==> config.mk <==
export PLATFORM = sky130hd
export DESIGN_NAME = tw_eeprom_slave
export DESIGN_NICKNAME = d
export VERILOG_FILES = /design/src/rtl/tw_pkg.sv /design/src/rtl/tw_line_cond.sv /design/src/rtl/tw_word_addr.sv /design/src/rtl/tw_eeprom_slave.sv
export SDC_FILE = /design/constraint.sdc
export NUM_CORES = 1
export LEC_CHECK = 0
export BUFFER_PORTS_ARGS = -buffer_cell sky130_fd_sc_hd__buf_2
export CELL_PAD_IN_SITES_DETAIL_PLACEMENT = 0
export CELL_PAD_IN_SITES_GLOBAL_PLACEMENT = 1
export CORE_UTILIZATION = 25
export DETAILED_ROUTE_END_ITERATION = 12
export HOLD_SLACK_MARGIN = 0.06
export PLACE_DENSITY_LB_ADDON = 0.1
export SLEW_MARGIN = 20
export SYNTH_ARGS = -nofsm -noshare
export SYNTH_HDL_FRONTEND = slang
export SYNTH_SLANG_ARGS = --single-unit
==> constraint.sdc <==
create_clock -name clk_i -period 2.5 [get_ports clk_i]
set_input_delay 0.625 -clock clk_i [delete_from_list [all_inputs] [get_ports clk_i]]
set_output_delay 0.625 -clock clk_i [all_outputs]
set_load 0.1 [all_outputs]
==> src/rtl/tw_pkg.sv <==
package tw_pkg;
  typedef enum logic [2:0] {
    ST_IDLE,
    ST_DEV,
    ST_AHI,
    ST_ALO,
    ST_WR,
    ST_RD
  } tw_state_e;

  localparam logic [3:0] DEV_CODE = 4'b1010;
endpackage

==> src/rtl/tw_line_cond.sv <==
module tw_line_cond (
  input  logic clk_i,
  input  logic rst_ni,
  input  logic scl_i,
  input  logic sda_i,
  output logic scl_rise_o,
  output logic scl_fall_o,
  output logic start_o,
  output logic stop_o
);
  logic scl_q, sda_q;

  always_ff @(posedge clk_i or negedge rst_ni) begin
    if (!rst_ni) begin
      scl_q <= 1'b1;
      sda_q <= 1'b1;
    end else begin
      scl_q <= scl_i;
      sda_q <= sda_i;
    end
  end

  assign scl_rise_o = scl_i & ~scl_q;
  assign scl_fall_o = ~scl_i & scl_q;
  // SDA edge with SCL high on both samples
  assign start_o    = scl_i & scl_q & sda_q & ~sda_i;
  assign stop_o     = scl_i & scl_q & ~sda_q & sda_i;
endmodule

==> src/rtl/tw_word_addr.sv <==
module tw_word_addr #(
  parameter int ADDR_W = 13,
  parameter int PAGE_W = 5
) (
  input  logic              clk_i,
  input  logic              rst_ni,
  input  logic              load_hi_i,
  input  logic              load_lo_i,
  input  logic [7:0]        byte_i,
  input  logic              inc_page_i,
  input  logic              inc_lin_i,
  output logic [ADDR_W-1:0] addr_o
);
  localparam int HI_W = ADDR_W - 8;

  logic [HI_W-1:0]   hi_q;
  logic [ADDR_W-1:0] addr_q;
  logic [ADDR_W-1:0] page_next;

  generate
    if (PAGE_W < ADDR_W) begin : g_paged
      assign page_next = {addr_q[ADDR_W-1:PAGE_W], addr_q[PAGE_W-1:0] + 1'b1};

      a_r6_page_row_kept: assert property (@(posedge clk_i) disable iff (!rst_ni)
        inc_page_i |=> addr_q[ADDR_W-1:PAGE_W] == $past(addr_q[ADDR_W-1:PAGE_W]));
    end else begin : g_flat
      assign page_next = addr_q + 1'b1;
    end
  endgenerate

  always_ff @(posedge clk_i or negedge rst_ni) begin
    if (!rst_ni) begin
      hi_q   <= '0;
      addr_q <= '0;
    end else if (load_hi_i) begin
      hi_q <= byte_i[HI_W-1:0];
    end else if (load_lo_i) begin
      addr_q <= {hi_q, byte_i};
    end else if (inc_page_i) begin
      addr_q <= page_next;
    end else if (inc_lin_i) begin
      addr_q <= addr_q + 1'b1;
    end
  end

  assign addr_o = addr_q;

  a_r11_top_wraps_to_zero: assert property (@(posedge clk_i) disable iff (!rst_ni)
    (inc_lin_i && !load_hi_i && !load_lo_i && !inc_page_i && addr_q == {ADDR_W{1'b1}})
      |=> addr_q == '0);
endmodule

==> src/rtl/tw_eeprom_slave.sv <==
module tw_eeprom_slave
  import tw_pkg::*;
#(
  parameter int ADDR_W = 13,
  parameter int PAGE_W = 5
) (
  input  logic              clk_i,
  input  logic              rst_ni,
  input  logic              scl_i,
  input  logic              sda_i,
  output logic              sda_low_o,
  input  logic [2:0]        strap_i,
  input  logic              wp_i,
  input  logic              busy_i,
  output logic              wr_valid_o,
  output logic [ADDR_W-1:0] wr_addr_o,
  output logic [7:0]        wr_data_o,
  output logic              commit_o,
  output logic [ADDR_W-1:0] rd_addr_o,
  input  logic [7:0]        rd_data_i
);
  localparam logic [3:0] LAST_BIT = 4'd8;
  localparam logic [3:0] ACK_CLK  = 4'd9;

  logic rise, fall, start, stop;
  tw_state_e state_q;
  logic [3:0] cnt_q;
  logic [7:0] rx_sr, tx_sr;
  logic ack_q, out_q, load_pend, m_ack_q, rw_q, wrote_q;
  logic wr_valid_q, commit_q;
  logic [ADDR_W-1:0] wr_addr_q, addr;
  logic [7:0] wr_data_q;
  logic rx_phase, byte_done, ack_end, dev_hit;
  logic load_hi, load_lo, inc_page, inc_lin;

  tw_line_cond u_cond (
    .clk_i      (clk_i),
    .rst_ni     (rst_ni),
    .scl_i      (scl_i),
    .sda_i      (sda_i),
    .scl_rise_o (rise),
    .scl_fall_o (fall),
    .start_o    (start),
    .stop_o     (stop)
  );

  assign rx_phase  = (state_q == ST_DEV) || (state_q == ST_AHI) ||
                     (state_q == ST_ALO) || (state_q == ST_WR);
  assign byte_done = fall && cnt_q == LAST_BIT;
  assign ack_end   = fall && cnt_q == ACK_CLK;
  assign dev_hit   = rx_sr[7:4] == DEV_CODE && rx_sr[3:1] == strap_i && !busy_i;

  assign load_hi  = byte_done && state_q == ST_AHI;
  assign load_lo  = byte_done && state_q == ST_ALO;
  assign inc_page = byte_done && state_q == ST_WR;
  assign inc_lin  = ack_end && state_q == ST_RD;

  tw_word_addr #(.ADDR_W(ADDR_W), .PAGE_W(PAGE_W)) u_addr (
    .clk_i      (clk_i),
    .rst_ni     (rst_ni),
    .load_hi_i  (load_hi),
    .load_lo_i  (load_lo),
    .byte_i     (rx_sr),
    .inc_page_i (inc_page),
    .inc_lin_i  (inc_lin),
    .addr_o     (addr)
  );

  always_ff @(posedge clk_i or negedge rst_ni) begin
    if (!rst_ni) begin
      state_q    <= ST_IDLE;
      cnt_q      <= '0;
      rx_sr      <= '0;
      tx_sr      <= '0;
      ack_q      <= 1'b0;
      out_q      <= 1'b0;
      load_pend  <= 1'b0;
      m_ack_q    <= 1'b0;
      rw_q       <= 1'b0;
      wrote_q    <= 1'b0;
      wr_valid_q <= 1'b0;
      commit_q   <= 1'b0;
      wr_addr_q  <= '0;
      wr_data_q  <= '0;
    end else begin
      wr_valid_q <= 1'b0;
      commit_q   <= 1'b0;
      if (start) begin
        state_q   <= ST_DEV;
        cnt_q     <= '0;
        ack_q     <= 1'b0;
        out_q     <= 1'b0;
        load_pend <= 1'b0;
      end else if (stop) begin
        state_q   <= ST_IDLE;
        ack_q     <= 1'b0;
        out_q     <= 1'b0;
        load_pend <= 1'b0;
        commit_q  <= wrote_q;
        wrote_q   <= 1'b0;
      end else if (rx_phase) begin
        if (rise) begin
          if (cnt_q < LAST_BIT) begin
            rx_sr <= {rx_sr[6:0], sda_i};
            cnt_q <= cnt_q + 1'b1;
          end else if (cnt_q == LAST_BIT) begin
            cnt_q <= ACK_CLK;
          end
        end else if (byte_done) begin
          case (state_q)
            ST_DEV: begin
              if (dev_hit) begin
                ack_q <= 1'b1;
                rw_q  <= rx_sr[0];
              end else begin
                state_q <= ST_IDLE;
              end
            end
            ST_WR: begin
              ack_q <= 1'b1;
              if (!wp_i) begin
                wr_valid_q <= 1'b1;
                wr_addr_q  <= addr;
                wr_data_q  <= rx_sr;
                wrote_q    <= 1'b1;
              end
            end
            default: ack_q <= 1'b1;
          endcase
        end else if (ack_end) begin
          ack_q <= 1'b0;
          cnt_q <= '0;
          case (state_q)
            ST_DEV: begin
              if (rw_q) begin
                state_q   <= ST_RD;
                load_pend <= 1'b1;
              end else begin
                state_q <= ST_AHI;
              end
            end
            ST_AHI:  state_q <= ST_ALO;
            ST_ALO:  state_q <= ST_WR;
            default: state_q <= ST_WR;
          endcase
        end
      end else if (state_q == ST_RD) begin
        if (load_pend) begin
          // address settled a cycle ago; storage data now valid
          load_pend <= 1'b0;
          tx_sr     <= rd_data_i;
          out_q     <= ~rd_data_i[7];
        end else if (rise) begin
          if (cnt_q == LAST_BIT) m_ack_q <= ~sda_i;
          if (cnt_q <= LAST_BIT) cnt_q <= cnt_q + 1'b1;
        end else if (fall) begin
          if (cnt_q >= 4'd1 && cnt_q < LAST_BIT) begin
            tx_sr <= {tx_sr[6:0], 1'b0};
            out_q <= ~tx_sr[6];
          end else if (cnt_q == LAST_BIT) begin
            out_q <= 1'b0;
          end else if (cnt_q == ACK_CLK) begin
            cnt_q <= '0;
            if (m_ack_q) load_pend <= 1'b1;
            else         state_q   <= ST_IDLE;
          end
        end
      end
    end
  end

  assign sda_low_o  = ack_q | out_q;
  assign wr_valid_o = wr_valid_q;
  assign wr_addr_o  = wr_addr_q;
  assign wr_data_o  = wr_data_q;
  assign commit_o   = commit_q;
  assign rd_addr_o  = addr;

  a_r2_pull_only_scl_low: assert property (@(posedge clk_i) disable iff (!rst_ni)
    $rose(sda_low_o) |-> !scl_i);

  a_r13_start_restarts: assert property (@(posedge clk_i) disable iff (!rst_ni)
    start |=> (cnt_q == '0 && !sda_low_o && state_q == ST_DEV));

  a_r4_busy_no_ack: assert property (@(posedge clk_i) disable iff (!rst_ni)
    (byte_done && state_q == ST_DEV && busy_i) |=> !sda_low_o);

  a_r7_wp_no_strobe: assert property (@(posedge clk_i) disable iff (!rst_ni)
    (byte_done && state_q == ST_WR && wp_i) |=> !wr_valid_o);

  a_r12_nack_release: assert property (@(posedge clk_i) disable iff (!rst_ni)
    (ack_end && state_q == ST_RD && !m_ack_q) |=> (!sda_low_o && state_q == ST_IDLE));

  a_r6_single_strobe: assert property (@(posedge clk_i) disable iff (!rst_ni)
    wr_valid_o |=> !wr_valid_o);
endmodule

==> out/qor.yml <==
cpMaxStageDelayCell: "dfrtp_1"
die_area_um2: 15200
grt_max_degree: 35
drt_first_pass_iters: 4
synthArstFlopShare: 1.00
cts-root-buf: "clkbuf_16"
grt_pass1_vias: 2932
synth_top_cell_by_area: "dfrtp_1"
ys_top_cells_by_count: "dfrtp_1 (69), o21ai_0 (33), nand2_1 (23)"
yosysMostFrequentCell: "dfrtp_1"
syn-cell-area_um2: 3680
post-route-util: 0.329
drv_cap: 0
tightest_slew_ns: 0.494
critPathTopFamily: "simple AND/OR/NAND/NOR gates"
cts_setup_buffers: 0
layout_min_cycle_time_ns: 2.25
dieHeight_um: 123
min_period_over_period: 0.898
clockBufferDepth: 2
globalRouteTotalUtil: 0.145
synth_cell_types: 60
r2r-start: "cnt_q[0]"
fin_ws_ns: 0.254
overflow: 0
p_switching_uw: 1750
area_growth_pct: 26.1
stdcell_area_um2: 4640
critPathRequiredTime_ns: 2.72
slew_headroom: 0.670
worstSkewPairLatency_ns: 0.34
initial_utilization: 0.261
synth_edf_count: 0
routabilityCongestion: 0.776
rows: 43
finalHoldViolCount: 0
place_ws_ns: 0.0165
crit_fanout: 11
placed_cell_area_um2: 4310
p_seq_frac: 0.362
num_antenna_cells: 0
p_int_uw: 2800
critical_path_class: "reg -> reg"
tns_ns: 0
reg2reg_depth: 8
clock_skew_ns: 0.00700
status: "finished clean"
synthTopCellsByArea: "dfrtp_1 (47%), mux2_1 (5.8%), mux2_2 (5.5%)"
dominantRegCellSynth: "dfrtp_1"
synthCells: 349
p_sw_frac: 0.385
dp_hpwl_mm: 7.38
fin_nets: 453
combinationalPowerShare: 0.330
h-tree-depth: 3
end_kind: "flip-flop"
numCtsBuffers: 9
fmax_mhz: 445
nFillCells: 1472
worst_setup_path_start_kind: "flip-flop"
wl_per_cell_um: 16.3
antenna_found_initial: 0
reg2reg_to: "wr_addr_o[7]"
syn_area_per_cell_um2: 10.5
io_buffers: 53
min-delay-path-class: "in -> async"
antenna_left: 0
synth_nets: 374
vias_per_cell: 4.75
pin_count: 54
dp_cells: 597
cp.arrival_ns: 2.47
cpPeakStageDelay_ns: 0.43
clock-sinks: 71
cts_tree: "built"
synth_seq_cells: 71
critPathBufInv: 2
core_um2: 14100
ff_latch_area_um2: 1780
yosysSeqAreaShare: 0.484
clk_pin_slew_worst_paths_ns: 0.06
die_w_um: 123
post-synth-top-area-fraction: 0.469
multi_input_area_um2: 1770
grt_pass1_wl_mm: 16.1
leakage_uw: 0.00219
drc_errors: 0
crit_chain: "inv_1 > ha_2 > nand2b_1 > nor3_4 > nand3_1 > nor4_4 > buf_6 > mux2_1"
cts_hold_buffers: 0
finalSetupViolCount: 0
drt_iter0_drc: 125
peakVddDrop_v: 0.000372
powerDensity_nw_per_um2: 980
r2r_slack_ns: 0.25
vias: 2912
ys_warn_count: 0
pwr-share-clk: 0.308
grt_setup_unrepaired: "no"
wl_mm: 9.97
cp.depth: 8
maxSlewViolCount: 0
drive_gt1_frac: 0.309
fin_cells: 613
==> final cells by class <==
type	count	area share
sequential	71	0.383
multi-input combinational	251	0.382
timing repair buffer	82	0.106
clock buffer	9	0.0485
tap	180	0.0485
clock inverter	7	0.0210
inverter	13	0.0105
==> layout by cell type (no fill, tap or decap), types with 7 or more instances in the layout <==
master and n:
buf_4 28, buf_2 52, nand2_1 23, mux2_1 19
dfrtp_1 69, nand3_1 11, nor2_1 20, o21ai_0 33
mux2i_1 7, inv_1 12, a21oi_1 19, clkbuf_16 9
nor3_1 9, ha_1 7, mux2_2 18
==> metal layers <==
layer / GRT usage / up-vias / part of all wire
met1: 0.184 / 1414 / 0.46
met2: 0.228 / 61 / 0.47
li1: - / 1423 / -
met5: 0 / - / 0
met4: 0.0640 / 0 / 0.025
met3: 0.0424 / 14 / 0.041
==> metrics by stage <==
stage	power, µW	hold slack [ns]
2_1_floorplan	2710	0.329
3_3_place_gp	3190	0.461
3_5_place_dp	3190	0.470
4_1_cts	4630	0.249
5_1_grt	4870	0.260
6_report	4550	0.240
==> worst max-delay path by stage <==
stage	to	startpoint	slack (ns)
final	wr_addr_o[7]	cnt_q[0]	0.25
after global routing	wr_addr_o[4]	cnt_q[0]	0.04
after CTS	wr_addr_o[7]	cnt_q[0]	0.16
after detailed placement	wr_addr_o[7]	scl_i	0.02
after global placement	wr_data_o[5]	scl_i	0.07
after floorplan	u_addr.addr_o[12]	u_addr.addr_o[0]	0.15
==> cells by family (layout without fill, tap and decap cells) <==
family                   count (synthesis)  in the layout  synth area share
multiplexers                            44             44             0.132
AO/OA/AOI/OAI                           84             84             0.140
XOR/XNOR                                 4              4           0.00952
adder cells (fa/ha/maj)                  8              8            0.0272
flip-flops                              71             71             0.484
buffers and inverters                   27            111            0.0357
AND/OR/NAND/NOR                        111            111             0.171
==> power by group through the flow <==
stage	Sequential (µW)	Combinational [µW]	Clock [µW]
after CTS	1660	1520	1450
after detailed placement	1680	1510	0
after floorplan	1780	933	0
after global placement	1670	1510	0
final	1640	1500	1400
after global routing	1690	1680	1500
==> worst register-to-register path, cell delays in order, from the launching register on <==
cell and delay, ns:
dfrtp_1 0.43, inv_1 0.10, ha_2 0.24, nand2b_1 0.14, nor3_4 0.17, nand3_1 0.18
nor4_4 0.31, buf_6 0.22, mux2_1 0.34
==> what timing repair did <==
| action | in CTS | in global routing |
|---|---|---|
| endpoints found under the setup margin | 0 | 20 |
| hold endpoints to repair | 0 | 0 |
| resized for setup | 0 | 3 |
==> flip-flops by register name (all words and copies together) (netlist names), 3 cells and up <==
| register | cells |
|---|---|
| u_addr.hi_q | 5 |
| wr_addr_o | 13 |
| tx_sr | 7 |
| wr_data_o | 8 |
| rx_sr | 8 |
| state_q | 3 |
| cnt_q | 4 |
| u_addr.addr_o | 13 |
Note: power is estimated with default switching activity, not from simulation.
